[src/rtl/mmio_dec_pkg.sv]
package mmio_dec_pkg;

    typedef enum logic [0:0] {
        RGN_MEM = 1'b0,
        RGN_IO  = 1'b1
    } region_e;

    function automatic region_e region_of(input logic msb);
        return msb ? RGN_IO : RGN_MEM;
    endfunction

endpackage

[src/rtl/mmio_addr_decode.sv]
module mmio_addr_decode #(
    parameter int ADDR_W   = 16,
    parameter int SEL_BITS = 2
) (
    input  logic [ADDR_W-1:0]          addr,
    input  logic                       access,
    output logic                       mem_cs,
    output logic [(1<<SEL_BITS)-1:0]   io_cs
);
    import mmio_dec_pkg::*;

    localparam int NUM_IO = 1 << SEL_BITS;

    region_e             rgn;
    logic [SEL_BITS-1:0] slot;

    assign rgn    = region_of(addr[ADDR_W-1]);
    assign slot   = addr[SEL_BITS-1:0];
    assign mem_cs = access && (rgn == RGN_MEM);

    for (genvar g = 0; g < NUM_IO; g++) begin : g_slot
        assign io_cs[g] = access && (rgn == RGN_IO) && (slot == SEL_BITS'(g));
    end

endmodule

[src/rtl/mmio_out_regs.sv]
module mmio_out_regs #(
    parameter int DATA_W  = 8,
    parameter int NUM_OUT = 2
) (
    input  logic                        clk,
    input  logic                        rst_n,
    input  logic [NUM_OUT-1:0]          wr_sel,
    input  logic [DATA_W-1:0]           wdata,
    output logic [NUM_OUT*DATA_W-1:0]   port_flat
);

    typedef struct packed {
        logic [NUM_OUT-1:0][DATA_W-1:0] port;
    } regs_t;

    regs_t st_d, st_q;

    always_comb begin
        st_d = st_q;
        for (int k = 0; k < NUM_OUT; k++) begin
            if (wr_sel[k]) begin
                st_d.port[k] = wdata;
            end
        end
    end

    always_ff @(posedge clk or negedge rst_n) begin
        if (!rst_n) begin
            st_q <= '0;
        end else begin
            st_q <= st_d;
        end
    end

    assign port_flat = st_q.port;

    for (genvar g = 0; g < NUM_OUT; g++) begin : g_chk

        load_port_chk: assert property (@(posedge clk) disable iff (!rst_n)
            wr_sel[g] |=> port_flat[g*DATA_W +: DATA_W] == $past(wdata));

        hold_port_chk: assert property (@(posedge clk) disable iff (!rst_n)
            !wr_sel[g] |=> $stable(port_flat[g*DATA_W +: DATA_W]));
    end

endmodule

[src/rtl/mmio_read_mux.sv]
module mmio_read_mux #(
    parameter int DATA_W   = 8,
    parameter int NUM_OUT  = 2,
    parameter int NUM_IN   = 2,
    parameter int SEL_BITS = 2
) (
    input  logic                       rd_hit,
    input  logic [SEL_BITS-1:0]        slot,
    input  logic [NUM_OUT*DATA_W-1:0]  out_flat,
    input  logic [NUM_IN*DATA_W-1:0]   in_flat,
    output logic [DATA_W-1:0]          rdata
);
    localparam int NUM_IO = 1 << SEL_BITS;

    always_comb begin
        rdata = '0;
        if (rd_hit) begin
            for (int k = 0; k < NUM_IO; k++) begin
                if (int'(slot) == k) begin
                    if (k < NUM_OUT) begin
                        rdata = out_flat[k*DATA_W +: DATA_W];
                    end else if (k < NUM_OUT + NUM_IN) begin
                        rdata = in_flat[(k-NUM_OUT)*DATA_W +: DATA_W];
                    end
                end
            end
        end
    end

endmodule

[src/rtl/mmio_lite_decoder.sv]
module mmio_lite_decoder #(
    parameter int ADDR_W   = 16,
    parameter int DATA_W   = 8,
    parameter int SEL_BITS = 2,
    parameter int NUM_OUT  = 2,
    parameter int NUM_IN   = 2
) (
    input  logic                         clk,
    input  logic                         rst_n,
    input  logic [ADDR_W-1:0]            addr,
    input  logic [DATA_W-1:0]            wdata,
    input  logic                         wr_en,
    input  logic                         rd_en,
    input  logic [NUM_IN*DATA_W-1:0]     in_ports,
    output logic                         mem_cs,
    output logic [(1<<SEL_BITS)-1:0]     io_cs,
    output logic [DATA_W-1:0]            rdata,
    output logic [NUM_OUT*DATA_W-1:0]    out_ports
);
    localparam int NUM_IO = 1 << SEL_BITS;

    logic               access;
    logic               rd_hit;
    logic [NUM_OUT-1:0] wr_sel;

    assign access = rd_en || wr_en;
    assign rd_hit = rd_en && addr[ADDR_W-1];
    assign wr_sel = io_cs[NUM_OUT-1:0] & {NUM_OUT{wr_en}};

    mmio_addr_decode #(
        .ADDR_W   (ADDR_W),
        .SEL_BITS (SEL_BITS)
    ) u_dec (
        .addr   (addr),
        .access (access),
        .mem_cs (mem_cs),
        .io_cs  (io_cs)
    );

    mmio_out_regs #(
        .DATA_W  (DATA_W),
        .NUM_OUT (NUM_OUT)
    ) u_regs (
        .clk       (clk),
        .rst_n     (rst_n),
        .wr_sel    (wr_sel),
        .wdata     (wdata),
        .port_flat (out_ports)
    );

    mmio_read_mux #(
        .DATA_W   (DATA_W),
        .NUM_OUT  (NUM_OUT),
        .NUM_IN   (NUM_IN),
        .SEL_BITS (SEL_BITS)
    ) u_rmux (
        .rd_hit   (rd_hit),
        .slot     (addr[SEL_BITS-1:0]),
        .out_flat (out_ports),
        .in_flat  (in_ports),
        .rdata    (rdata)
    );


    sel_exclusive_chk: assert property (@(posedge clk) disable iff (!rst_n)
        !(mem_cs && (|io_cs)));


    io_onehot_chk: assert property (@(posedge clk) disable iff (!rst_n)
        $onehot0(io_cs));


    in_port_read_chk: assert property (@(posedge clk) disable iff (!rst_n)
        (rd_en && addr[ADDR_W-1] && int'(addr[SEL_BITS-1:0]) == NUM_OUT)
        |-> rdata == in_ports[DATA_W-1:0]);


    idle_rdata_chk: assert property (@(posedge clk) disable iff (!rst_n)
        (!rd_en || !addr[ADDR_W-1]) |-> rdata == '0);


    mem_select_chk: assert property (@(posedge clk) disable iff (!rst_n)
        (access && !addr[ADDR_W-1]) |-> (mem_cs && io_cs == '0));

endmodule

[config.mk]
export PLATFORM = sky130hd
export DESIGN_NAME = mmio_lite_decoder
export DESIGN_NICKNAME = d
export VERILOG_FILES = /design/src/rtl/mmio_dec_pkg.sv /design/src/rtl/mmio_addr_decode.sv /design/src/rtl/mmio_out_regs.sv /design/src/rtl/mmio_read_mux.sv /design/src/rtl/mmio_lite_decoder.sv
export SDC_FILE = /design/constraint.sdc
export NUM_CORES = 1
export LEC_CHECK = 0
export BUFFER_PORTS_ARGS = -buffer_cell sky130_fd_sc_hd__buf_2
export CAP_MARGIN = 10
export CORE_MARGIN = 5
export CORE_UTILIZATION = 30
export CTS_BUF_LIST = sky130_fd_sc_hd__clkbuf_8
export DETAILED_ROUTE_END_ITERATION = 8
export GPL_TIMING_DRIVEN = 0
export PLACE_DENSITY = 0.68
export SYNTH_ARGS = -nofsm -noshare
export SYNTH_HDL_FRONTEND = slang
export SYNTH_HIERARCHICAL = 1
export SYNTH_SLANG_ARGS = --single-unit
[constraint.sdc]
create_clock -name clk -period 2.2 [get_ports clk]
set_input_delay 0.11 -clock clk [delete_from_list [all_inputs] [get_ports clk]]
set_output_delay 0.11 -clock clk [all_outputs]
set_load 0.005 [all_outputs]
# == Yosys cells after proc, flatten, opt, wreduce, memory -nomap -nowiden ==
# Index checks and enable logic that the tools add are counted.
# op_classes
add_sub_neg,0
multipliers,0
div,0
order_cmp,0
n_eq_ne,6
shift,0
muxes,6
bitwise,2
n_reduce_logical,10
# ops
op,n
$mux 8,5
$eq 2x2->1 const B,4
$logic_and 1x1->1,7
$eq 2x1->1 const B,2
$logic_not 2->1,2
$and 2x2->2,1
$logic_or 1x1->1,1
$mux 1,1
$not 1->1,1
# word_totals
reg_bits,16
latch_bits,0
mem_bits_rw,0
mem_bits_ro,0
inputBits,44
elab_cells,26
mem_count,0

# == Depth between registers and ports, before layout ==
# logic_depth
depth_word,6
mapped_depth,5

# == Cells and area by module ==
# The synthesis kept the hierarchy.
# by_module_without_submodules
module,instances,cells_per_inst,area_per_inst_um2,seq_area_each_um2
mmio_out_regs,1,34,663.1,400.4
mmio_read_mux,1,29,255.2,0.0
mmio_addr_decode,1,5,48.8,0.0
mmio_lite_decoder,1,4,27.5,0.0

# == Worst setup path before layout ==
# No wires, ideal clock.
# synth_path
path_type,input -> register
start,in wr_en
end,reg u_regs.st_q (netlist bit u_regs/port_flat[0])
arrival_ns,1.191
t_required_ns,2.075
setup_slack_ns,0.884
cell_stages,5
path_buffers,1
path_cell_list,or2_1 -> and4bb_1 -> and2_2 -> buf_6 -> mux2_4
# synth_via
elab_chain_cells,4
# synth_lines
element,line,source
"start, declared",mmio_lite_decoder.sv:12,"input logic wr_en,"
$logic_or 1x1->1,mmio_lite_decoder.sv:26,assign access = rd_en || wr_en;
$logic_and 1x1->1 (2 in a row),mmio_addr_decode.sv:22,assign io_cs[g] = access && (rgn == RGN_IO) && (slot == SEL_BITS'(g));
net io_cs[0],mmio_lite_decoder.sv:16,"output logic [(1<<SEL_BITS)-1:0] io_cs,"
$and 2x2->2,mmio_lite_decoder.sv:28,assign wr_sel = io_cs[NUM_OUT-1:0] & {NUM_OUT{wr_en}};
net wr_sel[0],mmio_lite_decoder.sv:24,logic [NUM_OUT-1:0] wr_sel;
"end signal, assigned",mmio_out_regs.sv:31,st_q <= st_d;
"end, declared",mmio_out_regs.sv:16,"regs_t st_d, st_q;"
# The timed path passes the listed nets, and every way through them passes these cells.
# A chain may end at the register's enable or synchronous reset.

# == Worst setup path in the final report ==
# layout_path
start,in wr_en
end,reg u_regs.st_q (netlist bit u_regs/port_flat[6])
# layout_via
elab_chain_cells,4
# layout_lines
element,line,source
$logic_or 1x1->1,mmio_lite_decoder.sv:26,
net access,mmio_lite_decoder.sv:22,logic access;
$logic_and 1x1->1 (2 in a row),mmio_addr_decode.sv:22,
$and 2x2->2,mmio_lite_decoder.sv:28,
net wr_sel[0],mmio_lite_decoder.sv:24,
# The timed path passes the listed nets, and every way through them passes these cells.

==> run metrics <==
outcome complete, no violations; CTS Sinks 16; HPWL Detailed 2170 µm; Final nets 181; Final min period 1.23 ns; total I/O pin count 73; Fin Hold WS 0.108 ns; Setup Crit Path Kind primary input to register; synth unique cells 16; max reg flops 16; RR Endpoint u_regs/port_flat[6]$_DFFE_PN0P_; DR pass1 iterations 4; Worst Setup End Kind register; filler cell count 337; Tcrit/Tclk final 56.0%; final clock skew 0 ns; highest-count cells in the layout ignoring fill and taps buf_2 (59), mux2_4 (16), dfrtp_1 (16), mux2i_1 (16), o22ai_1 (8); slew margin rel. 74.1%; flop2flop setup slack 1.40 ns; RSZ-0062 raised after global routing false; Critical Path RT 2.33 ns; Starting Density 30.3%; design area 0.00140 mm²; # diodes 0; Post-Syn Nets 116; Endpoint, Worst Hold u_regs/port_flat[10]$_DFFE_PN0P_; grt total ovfl 0; die height 67.6 µm; vias per cell 4.66; commonest non-fill, non-tap cell in the layout buf_2; TritonCTS clock tree yes; storage element area 400 µm²; Rows 21; sequential fraction of the synthesis area 40.3%; Area growth, synth to finish 40.6%; H-Tree Level Count 1; Startpoint Class primary input; PortBufs 59; worst vdd ir 0.475 mV; Max Freq 812 MHz; Die Wd 67.6 µm; Synth Register Bits 16; Hold Startpoint wdata[2]; Longest Clk Path Bufs 2; Routed Antenna Nets 0; Final Hold Fails 0; layout cells sized above 1 63.0%; number of global-route vias before repair 866; Yosys warnings 6; DR WL met3 138 µm; placed inst area 0.00135 mm²; worst r2r path cells 1; Util after Layout 42.6%; clock-pin slew on the worst setup and hold paths 0.06 ns; core region area 0.00328 mm²; Post-CTS Resized 0; number of max-cap violations 0; Max FO, Critical Path 8; number of DRC markers in iteration 0 26; post-synthesis instance area 995 µm²; DIE AREA 0.00457 mm²; Post-Syn Instances 72; Fin Setup TNS 0 ns; Worst-Skew Late Latency 0.24 ns; Routability Congestion 0.717; global-route wire length before repair 4220 µm; routed via count 843; DRC violations left 0; M1 WL 1130 µm; largest net degree at the start of global routing 17; Slew @ Worst Pin 0.388 ns; Hold WC Path Type primary input to register; PwrDens 684 mW/mm²; R2R Path Start u_regs/port_flat[6]$_DFFE_PN0P_; dpl cells 177; Leak Pwr 0.753 nW; Total GRT Usage 12.9%; Pins Over Slew Limit 0; CTS buffer count 3; Root Buffer clkbuf_8; Mean Syn Cell Area 13.8 µm²; wire length on met2 1460 µm; area of the multi-input gates 537 µm²; Final Setup Violations 0; highest metal layer with signal wires met4; hold path depth 2; CP arrival 1.36 ns; Detailed Route WL 2760 µm; routed len/inst 15.3 µm; Non-Filler Instances 181; initial antenna violation count 0
==> routing by layer <==
| layer | GRT usage, % | up-vias |
|---|---|---|
| met1 | 14.9 | 411 |
| met3 | 3.00 | 2 |
| met5 | 0 | - |
| li1 | - | 397 |
| met4 | 5.32 | 0 |
| met2 | 22.7 | 33 |
==> logic make-up after synthesis <==
family / Yosys count / share of synthesized area (%)
mux: 32 / 40.3
flops: 16 / 40.3
simple gates: 11 / 8.68
compound gates: 8 / 5.03
buf+inv: 5 / 5.79
==> critical path: stages <==
cell	delay, ns
buf_2	0.11
or2_1	0.26
and4bb_1	0.23
and2_2	0.20
buf_6	0.15
mux2_4	0.30
==> Yosys cell counts (all sizes together) <==
cell type	instances	share of area (%)
dfrtp	16	40
nand2	1	0.38
and4bb	1	1.3
nor2b	1	0.63
and4b	2	2.0
mux2	16	24
buf	5	5.8
or2	1	0.63
mux2i	16	16
nand2b	1	0.63
o22ai	8	5.0
and4	1	1.0
and2	3	2.1
==> how the worst max path moves through the flow <==
stage                         from                               to  slack [ns]  depth (start not counted)
after CTS                    wr_en  u_regs/port_flat[6]$_DFFE_PN0P_        0.98                          6
after floorplan              wr_en  u_regs/port_flat[0]$_DFFE_PN0P_        0.88                          5
after global placement       wr_en  u_regs/port_flat[4]$_DFFE_PN0P_        0.75                          6
after global routing      addr[15]                         rdata[2]        0.92                          6
final                        wr_en  u_regs/port_flat[6]$_DFFE_PN0P_        0.97                          6
after detailed placement     wr_en  u_regs/port_flat[6]$_DFFE_PN0P_        0.72                          6
==> final cells by class <==
type | instances | area share [%]
repair buffers | 60 | 21.8
flip-flops and latches | 16 | 28.6
clock buffers | 3 | 2.95
well taps | 46 | 4.11
plain buffers | 5 | 4.11
multi-input cells | 51 | 38.4
==> metrics by stage <==
| step | setup slack (ns) | total power [W] |
|---|---|---|
| 6_report | 0.969 | 0.000957 |
| 4_1_cts | 0.984 | 0.000978 |
| 3_5_place_dp | 0.716 | 0.000755 |
| 3_3_place_gp | 0.754 | 0.000740 |
| 2_1_floorplan | 0.884 | 0.000597 |
| 5_1_grt | 0.917 | 0.00102 |
==> report_power, final <==
part           leakage [nW]  total (W)  internal (W)  switching, W
Sequential            0.193   0.000424      0.000366     0.0000577
Combinational         0.538   0.000323      0.000205      0.000118
Clock                0.0216   0.000210      0.000121     0.0000892
==> timing repair <==
| item | CTS | global route |
|---|---|---|
| endpoints found under the setup margin | 0 | 0 |
| hold endpoints to repair | 16 | 0 |
| hold buffers | 1 | 0 |
| buffers inserted | 0 | 0 |
No activity file was read; power rests on OpenSTA's default activity.
